$ cat src/rtl/audio_i2c_pkg.sv
package audio_i2c_pkg;

   typedef enum logic [2:0] {
      RX_IDLE,
      RX_ADDR,
      RX_SUB,
      RX_DATA,
      RX_SKIP
   } rx_state_e;

   // Register indices: the switch register is decoded apart from the others
   localparam logic [7:0] IDX_VOL_L  = 8'h00;
   localparam logic [7:0] IDX_VOL_R  = 8'h01;
   localparam logic [7:0] IDX_BASS   = 8'h02;
   localparam logic [7:0] IDX_TREBLE = 8'h03;
   localparam logic [7:0] IDX_SWITCH = 8'h08;

   // Switch register layout
   localparam int SW_W      = 6;
   localparam int SW_MUTE   = 5;
   localparam int SW_EFFECT = 4;
   localparam int SW_STEREO = 3;
   localparam int SW_MODE_H = 2;
   localparam int SW_MODE_L = 1;
   localparam int SW_SRC    = 0;

   localparam logic [SW_W-1:0] SW_RESET = 6'b100000;

endpackage

$ cat src/rtl/i2c_line_filter.sv
module i2c_line_filter #(
   parameter int SYNC_STAGES = 2,
   parameter int FILT_LEN    = 3
) (
   input  logic clk,
   input  logic rst_n,
   input  logic line_i,
   output logic line_o
);

   localparam int HALF = FILT_LEN / 2;
   localparam int CW   = $clog2(FILT_LEN + 1);

   logic [SYNC_STAGES-1:0] sync_q;

   always_ff @(posedge clk or negedge rst_n) begin
      if (!rst_n) sync_q <= '1;
      else        sync_q <= {sync_q[SYNC_STAGES-2:0], line_i};
   end

   generate
      if (FILT_LEN == 1) begin : g_bypass
         always_ff @(posedge clk or negedge rst_n) begin
            if (!rst_n) line_o <= 1'b1;
            else        line_o <= sync_q[SYNC_STAGES-1];
         end
      end else begin : g_majority
         logic [FILT_LEN-1:0] hist_q;
         logic [CW-1:0]       ones;

         always_comb begin
            ones = '0;
            for (int i = 0; i < FILT_LEN; i++)
               ones = ones + CW'(hist_q[i]);
         end

         always_ff @(posedge clk or negedge rst_n) begin
            if (!rst_n) begin
               hist_q <= '1;
               line_o <= 1'b1;
            end else begin
               hist_q <= {hist_q[FILT_LEN-2:0], sync_q[SYNC_STAGES-1]};
               line_o <= (ones > CW'(HALF));
            end
         end
      end
   endgenerate

endmodule

$ cat src/rtl/i2c_wr_receiver.sv
module i2c_wr_receiver
   import audio_i2c_pkg::*;
#(
   parameter logic [6:0] DEV_ADDR = 7'h41
) (
   input  logic       clk,
   input  logic       rst_n,
   input  logic       scl_f,
   input  logic       sda_f,
   output logic       sda_pull,
   output logic [7:0] rx_byte,
   output logic       sub_stb,
   output logic       data_stb
);

   rx_state_e  state_q;
   logic       scl_q, sda_q;
   logic [3:0] bit_cnt;
   logic       in_ack;
   logic       start_c, stop_c, scl_rise, scl_fall;
   logic       byte_full;
   logic       active;

   assign start_c   = scl_f & scl_q & sda_q & ~sda_f;
   assign stop_c    = scl_f & scl_q & ~sda_q & sda_f;
   assign scl_rise  = scl_f & ~scl_q;
   assign scl_fall  = ~scl_f & scl_q;
   assign byte_full = (bit_cnt == 4'd8);
   assign active    = (state_q == RX_ADDR) || (state_q == RX_SUB) ||
                      (state_q == RX_DATA);

   always_ff @(posedge clk or negedge rst_n) begin
      if (!rst_n) begin
         scl_q    <= 1'b1;
         sda_q    <= 1'b1;
         state_q  <= RX_IDLE;
         bit_cnt  <= '0;
         in_ack   <= 1'b0;
         sda_pull <= 1'b0;
         rx_byte  <= '0;
         sub_stb  <= 1'b0;
         data_stb <= 1'b0;
      end else begin
         scl_q    <= scl_f;
         sda_q    <= sda_f;
         sub_stb  <= 1'b0;
         data_stb <= 1'b0;
         if (start_c) begin
            state_q  <= RX_ADDR;
            bit_cnt  <= '0;
            in_ack   <= 1'b0;
            sda_pull <= 1'b0;
         end else if (stop_c) begin
            state_q  <= RX_IDLE;
            bit_cnt  <= '0;
            in_ack   <= 1'b0;
            sda_pull <= 1'b0;
         end else if (active) begin
            if (in_ack) begin
               if (scl_fall) begin
                  in_ack   <= 1'b0;
                  sda_pull <= 1'b0;
                  bit_cnt  <= '0;
                  state_q  <= (state_q == RX_ADDR) ? RX_SUB : RX_DATA;
               end
            end else if (scl_rise && !byte_full) begin
               rx_byte <= {rx_byte[6:0], sda_f};
               bit_cnt <= bit_cnt + 4'd1;
            end else if (scl_fall && byte_full) begin
               unique case (state_q)
                  RX_ADDR: begin
                     if (rx_byte[7:1] == DEV_ADDR && !rx_byte[0]) begin
                        in_ack   <= 1'b1;
                        sda_pull <= 1'b1;
                     end else begin
                        state_q  <= RX_SKIP;
                     end
                  end
                  RX_SUB: begin
                     in_ack   <= 1'b1;
                     sda_pull <= 1'b1;
                     sub_stb  <= 1'b1;
                  end
                  default: begin
                     in_ack   <= 1'b1;
                     sda_pull <= 1'b1;
                     data_stb <= 1'b1;
                  end
               endcase
            end
         end
      end
   end

endmodule

$ cat src/rtl/audio_ctl_regs.sv
module audio_ctl_regs
   import audio_i2c_pkg::*;
#(
   parameter int VOL_W  = 6,
   parameter int TONE_W = 4
) (
   input  logic              clk,
   input  logic              rst_n,
   input  logic [7:0]        wr_byte,
   input  logic              sub_stb,
   input  logic              data_stb,
   output logic [7:0]        wr_ptr,
   output logic [VOL_W-1:0]  vol_l,
   output logic [VOL_W-1:0]  vol_r,
   output logic [TONE_W-1:0] bass,
   output logic [TONE_W-1:0] treble,
   output logic [SW_W-1:0]   sw
);

   always_ff @(posedge clk or negedge rst_n) begin
      if (!rst_n) begin
         wr_ptr <= '0;
         vol_l  <= '0;
         vol_r  <= '0;
         bass   <= '0;
         treble <= '0;
         sw     <= SW_RESET;
      end else if (sub_stb) begin
         wr_ptr <= wr_byte;
      end else if (data_stb) begin
         wr_ptr <= wr_ptr + 8'd1;
         unique case (wr_ptr)
            IDX_VOL_L:  vol_l  <= wr_byte[VOL_W-1:0];
            IDX_VOL_R:  vol_r  <= wr_byte[VOL_W-1:0];
            IDX_BASS:   bass   <= wr_byte[TONE_W-1:0];
            IDX_TREBLE: treble <= wr_byte[TONE_W-1:0];
            IDX_SWITCH: sw     <= wr_byte[SW_W-1:0];
            default: ;
         endcase
      end
   end

endmodule

$ cat src/rtl/audio_ctl_i2c_slave.sv
module audio_ctl_i2c_slave
   import audio_i2c_pkg::*;
#(
   parameter logic [6:0] DEV_ADDR    = 7'h41,
   parameter int         SYNC_STAGES = 2,
   parameter int         FILT_LEN    = 3,
   parameter int         VOL_W       = 6,
   parameter int         TONE_W      = 4
) (
   input  logic              clk,
   input  logic              rst_n,
   input  logic              scl_i,
   input  logic              sda_i,
   output logic              sda_pull_o,
   output logic [VOL_W-1:0]  vol_left_o,
   output logic [VOL_W-1:0]  vol_right_o,
   output logic [TONE_W-1:0] bass_o,
   output logic [TONE_W-1:0] treble_o,
   output logic              mute_o,
   output logic              effect_o,
   output logic              stereo_o,
   output logic [1:0]        mode_o,
   output logic              src_sel_o
);

   localparam int NLINES = 2;

   generate
      if (SYNC_STAGES < 2) begin : g_bad_sync
         $error("SYNC_STAGES must be at least 2");
      end
      if (FILT_LEN < 1 || (FILT_LEN % 2) == 0) begin : g_bad_filt
         $error("FILT_LEN must be odd and positive");
      end
      if (VOL_W < 1 || VOL_W > 8) begin : g_bad_vol
         $error("VOL_W must lie in 1..8");
      end
      if (TONE_W < 1 || TONE_W > 8) begin : g_bad_tone
         $error("TONE_W must lie in 1..8");
      end
   endgenerate

   logic [NLINES-1:0] raw_lines;
   logic [NLINES-1:0] clean_lines;
   logic [7:0]        rx_byte;
   logic              sub_stb, data_stb;
   logic [7:0]        wr_ptr;
   logic [SW_W-1:0]   sw;

   assign raw_lines = {scl_i, sda_i};

   generate
      for (genvar g = 0; g < NLINES; g++) begin : g_line
         i2c_line_filter #(
            .SYNC_STAGES(SYNC_STAGES),
            .FILT_LEN   (FILT_LEN)
         ) u_filt (
            .clk   (clk),
            .rst_n (rst_n),
            .line_i(raw_lines[g]),
            .line_o(clean_lines[g])
         );
      end
   endgenerate

   i2c_wr_receiver #(
      .DEV_ADDR(DEV_ADDR)
   ) u_rx (
      .clk     (clk),
      .rst_n   (rst_n),
      .scl_f   (clean_lines[1]),
      .sda_f   (clean_lines[0]),
      .sda_pull(sda_pull_o),
      .rx_byte (rx_byte),
      .sub_stb (sub_stb),
      .data_stb(data_stb)
   );

   audio_ctl_regs #(
      .VOL_W (VOL_W),
      .TONE_W(TONE_W)
   ) u_regs (
      .clk     (clk),
      .rst_n   (rst_n),
      .wr_byte (rx_byte),
      .sub_stb (sub_stb),
      .data_stb(data_stb),
      .wr_ptr  (wr_ptr),
      .vol_l   (vol_left_o),
      .vol_r   (vol_right_o),
      .bass    (bass_o),
      .treble  (treble_o),
      .sw      (sw)
   );

   assign mute_o    = sw[SW_MUTE];
   assign effect_o  = sw[SW_EFFECT];
   assign stereo_o  = sw[SW_STEREO];
   assign mode_o    = sw[SW_MODE_H:SW_MODE_L];
   assign src_sel_o = sw[SW_SRC];

endmodule

$ cat config.mk
export PLATFORM = sky130hd
export DESIGN_NAME = audio_ctl_i2c_slave
export DESIGN_NICKNAME = d
export VERILOG_FILES = /design/src/rtl/audio_i2c_pkg.sv /design/src/rtl/i2c_line_filter.sv /design/src/rtl/i2c_wr_receiver.sv /design/src/rtl/audio_ctl_regs.sv /design/src/rtl/audio_ctl_i2c_slave.sv
export SDC_FILE = /design/constraint.sdc
export NUM_CORES = 1
export LEC_CHECK = 0
export ABC_AREA = 1
export BUFFER_PORTS_ARGS = -buffer_cell sky130_fd_sc_hd__buf_2
export CORE_MARGIN = 4
export CORE_UTILIZATION = 50
export CTS_BUF_LIST = sky130_fd_sc_hd__clkbuf_4 sky130_fd_sc_hd__clkbuf_8
export DETAILED_ROUTE_END_ITERATION = 12
export GPL_ROUTABILITY_DRIVEN = 1
export PLACE_DENSITY = 0.69
export SLEW_MARGIN = 10
export SYNTH_ARGS = -nofsm -noshare
export SYNTH_HDL_FRONTEND = slang
export SYNTH_SLANG_ARGS = --single-unit
$ cat constraint.sdc
create_clock -name clk -period 2.15 [get_ports clk]
set_input_delay 0.1075 -clock clk [delete_from_list [all_inputs] [get_ports clk]]
set_output_delay 0.1075 -clock clk [all_outputs]
set_load 0.005 [all_outputs]
==> metrics <==
routed wl met2=2.73 mm; DRC=0; post-route design area=roughly 3500 sq um; net count after synthesis=around 330; Max clock buf depth=2; syn avg cell area=about 9.5 sq um; FF-to-FF End=u_rx.rx_byte[1]$_DFFE_PN0P_; post-synth top area cell=dfrtp_1; pwr/cell area=706 nW/um^2; Final ANT Viol Nets=0; Seq cells post-synth=67; Worst Setup SP=u_rx.bit_cnt[0]$_DFFE_PN0P_; routed vias=between 2000 and 2500; Layout Nets=roughly 370; vias per cell=~5.1; area grow syn2layout=14.5%; CTS HTree Levels=3; Yosys top cell area share=between 40 and 50%; Sw Share=a little over a quarter; CTS root buf=clkbuf_8; core area=roughly 5900 sq um; placed insts=approximately 420; CP arrival=1700 ps; WL met3=about 220 um; Post-Route WL=between 5 and 6 mm; final setup fails=0; first drt pass iteration count=5; maximum vdd drop=0.000524 V; ranking of synthesized cells by area=dfrtp_1 (43%), dfstp_2 (13%), nand2_1 (11%), o21ai_2 (3.7%), inv_1 (3.3%); later-pin clock latency in the skew report=roughly 340 ps; Worst Path Max Fanout=16; first-pass GRT wire length=just over 10 mm; sequential share of the synthesized area=between 50% and 60%; combinational power share=between 6 and 7%; sinks on the clock net=between 60 and 70; initial antenna violation count=0; CP Launch Type=flop; Leakage=approximately 1.7 nW; fin crit period=approximately 1500 ps; grt total ovfl=0; Post-Syn Instances=between 300 and 400; asr flop ratio synth=100%; period utilisation layout=69.0%; slowest cell on the critical path=dfrtp_1; slew margin rel.=roughly 57%; routability-driven placement congestion ratio=around 0.83; Placed Area=around 3300 sq um; die width=86.0 um; CP Class=reg -> reg; R2R depth=8; HPWL after DPL=approximately 4.1 mm; Die Y=about 86 um; pre-CTS setup slack=around 670 ps; Tot GR Track Use=between 10% and 20%; Least-Margin Pin Slew=638 ps; worst reg2reg setup slack=approximately 670 ps; die area=around 7400 sq um; Final WS setup=between 600 and 700 ps; Non-Filler Instances=approximately 440; reg2reg start=u_rx.bit_cnt[0]$_DFFE_PN0P_; clock power share=around two fifths; worst min path class=in -> async; M1 WL=approximately 2.6 mm; switching pwr=664 uW; sequential share of power=54.8%; most frequent cell after synthesis=nand2_1; Slew Limit Fails=0; vias in the first global route=2211; area of the mapped netlist=3040 sq um; Initial Utilization=just over 50%; IO Pins=31; Max Freq=roughly 0.67 GHz; Worst Skew=5.26 ps; crit end category=flop; Int Power=1.79 mW; CP top delay family=simple AND/OR/NAND/NOR gates; delay of the slowest critical-path stage=around 430 ps; Warnings, synthesis=0; Setup TNS Final=0 ps; crit path cell chain=inv_1 -> ha_1 -> nand3b_2 -> nand2_2 -> nor2_4 -> nand2_4 -> nand2_1 -> o21ai_0; Synth cell types=30; Total Power=roughly 2.5 mW; layout cell share with drive strength beyond 1=25.1%; Post-synth EDFFs=0; RSZ-0062 raised after global routing=no; CP required=around 2400 ps; pin count of the biggest net entering global routing=between 40 and 50; row count=28; highest metal used=met4; Worst-path clk slew=~80 ps; CTS tree=built; Avg WL per Cell=12.8 um; status=complete, no violations; Synth Flop Type=dfrtp_1; fillcell total=499; max-cap violation count=0; setup bufs post-CTS=0; final hold violation count=0; CTS buffer count=9; top cells by count, synth=nand2_1 (88), dfrtp_1 (52), inv_1 (27); port buffer count=30; sum of buffers and inverters on the critical path=1; diodes inserted=0; initial drt markers=between 150 and 200
==> per-stage QoR <==
stage	utilization [%]	hold slack, ps
global route	58.8	363
floorplan	-	-188
finish	58.8	333
CTS	58.8	336
detailed placement	55.3	168
global placement	55.3	165
==> power by group through the flow <==
stage                     Combinational (mW)  Sequential (mW)  Clock [mW]
after floorplan                        0.111             1.36           0
after global placement                 0.162             1.37           0
after detailed placement               0.167             1.37           0
after CTS                              0.172             1.35       0.981
after global routing                   0.202             1.35        1.03
final                                  0.167             1.35       0.945
==> registers in the layout (all words and copies together), names as in the netlist, 4 cells and up <==
signal                           cells
u_regs.vol_r                         6
u_rx.bit_cnt                         4
g_line.u_filt.sync_q                 4
g_line.u_filt.g_majority.hist_q      6
u_regs.wr_ptr                        8
u_regs.sw                            6
u_regs.bass                          4
u_rx.rx_byte                         8
u_regs.vol_l                         6
u_regs.treble                        4
==> layout by cell type, fill, tap and decap left out, types with 5 or more instances in the layout <==
cell type / instances
nand2_1: 88
dfrtp_1: 52
buf_2: 30
inv_1: 27
nor2_1: 26
nand3_1: 17
dfstp_2: 15
o21ai_0: 14
o21ai_2: 13
o21ai_1: 13
clkbuf_8: 9
ha_1: 8
a21oi_1: 6
nand4_1: 5
==> layer usage <==
metal,vias to the layer above,track usage [%]
met1,1062,22.1
li1,1127,-
met2,40,29.3
met3,6,4.71
met5,-,0
met4,0,6.04
==> how the worst max path moves through the flow <==
stage	to	slack, ps	cells after the start
after floorplan	u_rx.rx_byte[6]$_DFFE_PN0P_	770	9
after global placement	u_regs.vol_l[2]$_DFFE_PN0P_	700	6
after detailed placement	u_rx.bit_cnt[1]$_DFFE_PN0P_	670	7
after CTS	u_rx.rx_byte[1]$_DFFE_PN0P_	660	8
after global routing	u_rx.bit_cnt[0]$_DFFE_PN0P_	470	7
final	u_rx.rx_byte[1]$_DFFE_PN0P_	670	8
==> worst register-to-register path, stage by stage, from the launching register on <==
cell and delay, ps:
dfrtp_1 430, inv_1 80, ha_1 210, nand3b_2 120, nand2_2 100, nor2_4 150, nand2_4 130, nand2_1 80
o21ai_0 70
==> logic make-up after synthesis <==
group,count (synthesis),synth area share (%)
flops,67,55.7
compound gates,52,10.7
buf+inv,31,4.57
xor+xnor,5,1.44
simple gates,156,24.3
fa+ha+maj,8,3.29
==> area by class of cell <==
cell class | count | area (sq um) | share of cell area [%]
clock buffers | 9 | 124 | 3.56
clock inverters | 7 | 57.6 | 1.65
inverters | 28 | 105 | 3.02
multi-input cells | 221 | 1210 | 34.7
flip-flops and latches | 67 | 1700 | 48.7
well taps | 75 | 93.8 | 2.69
repair buffers | 34 | 200 | 5.75
==> timing repair <==
action                    in CTS  in global routing
hold buffers                   3                  0
gates resized for setup        0                  0
hold endpoints to repair      28                  0
Power figures use the tool's default switching activity.
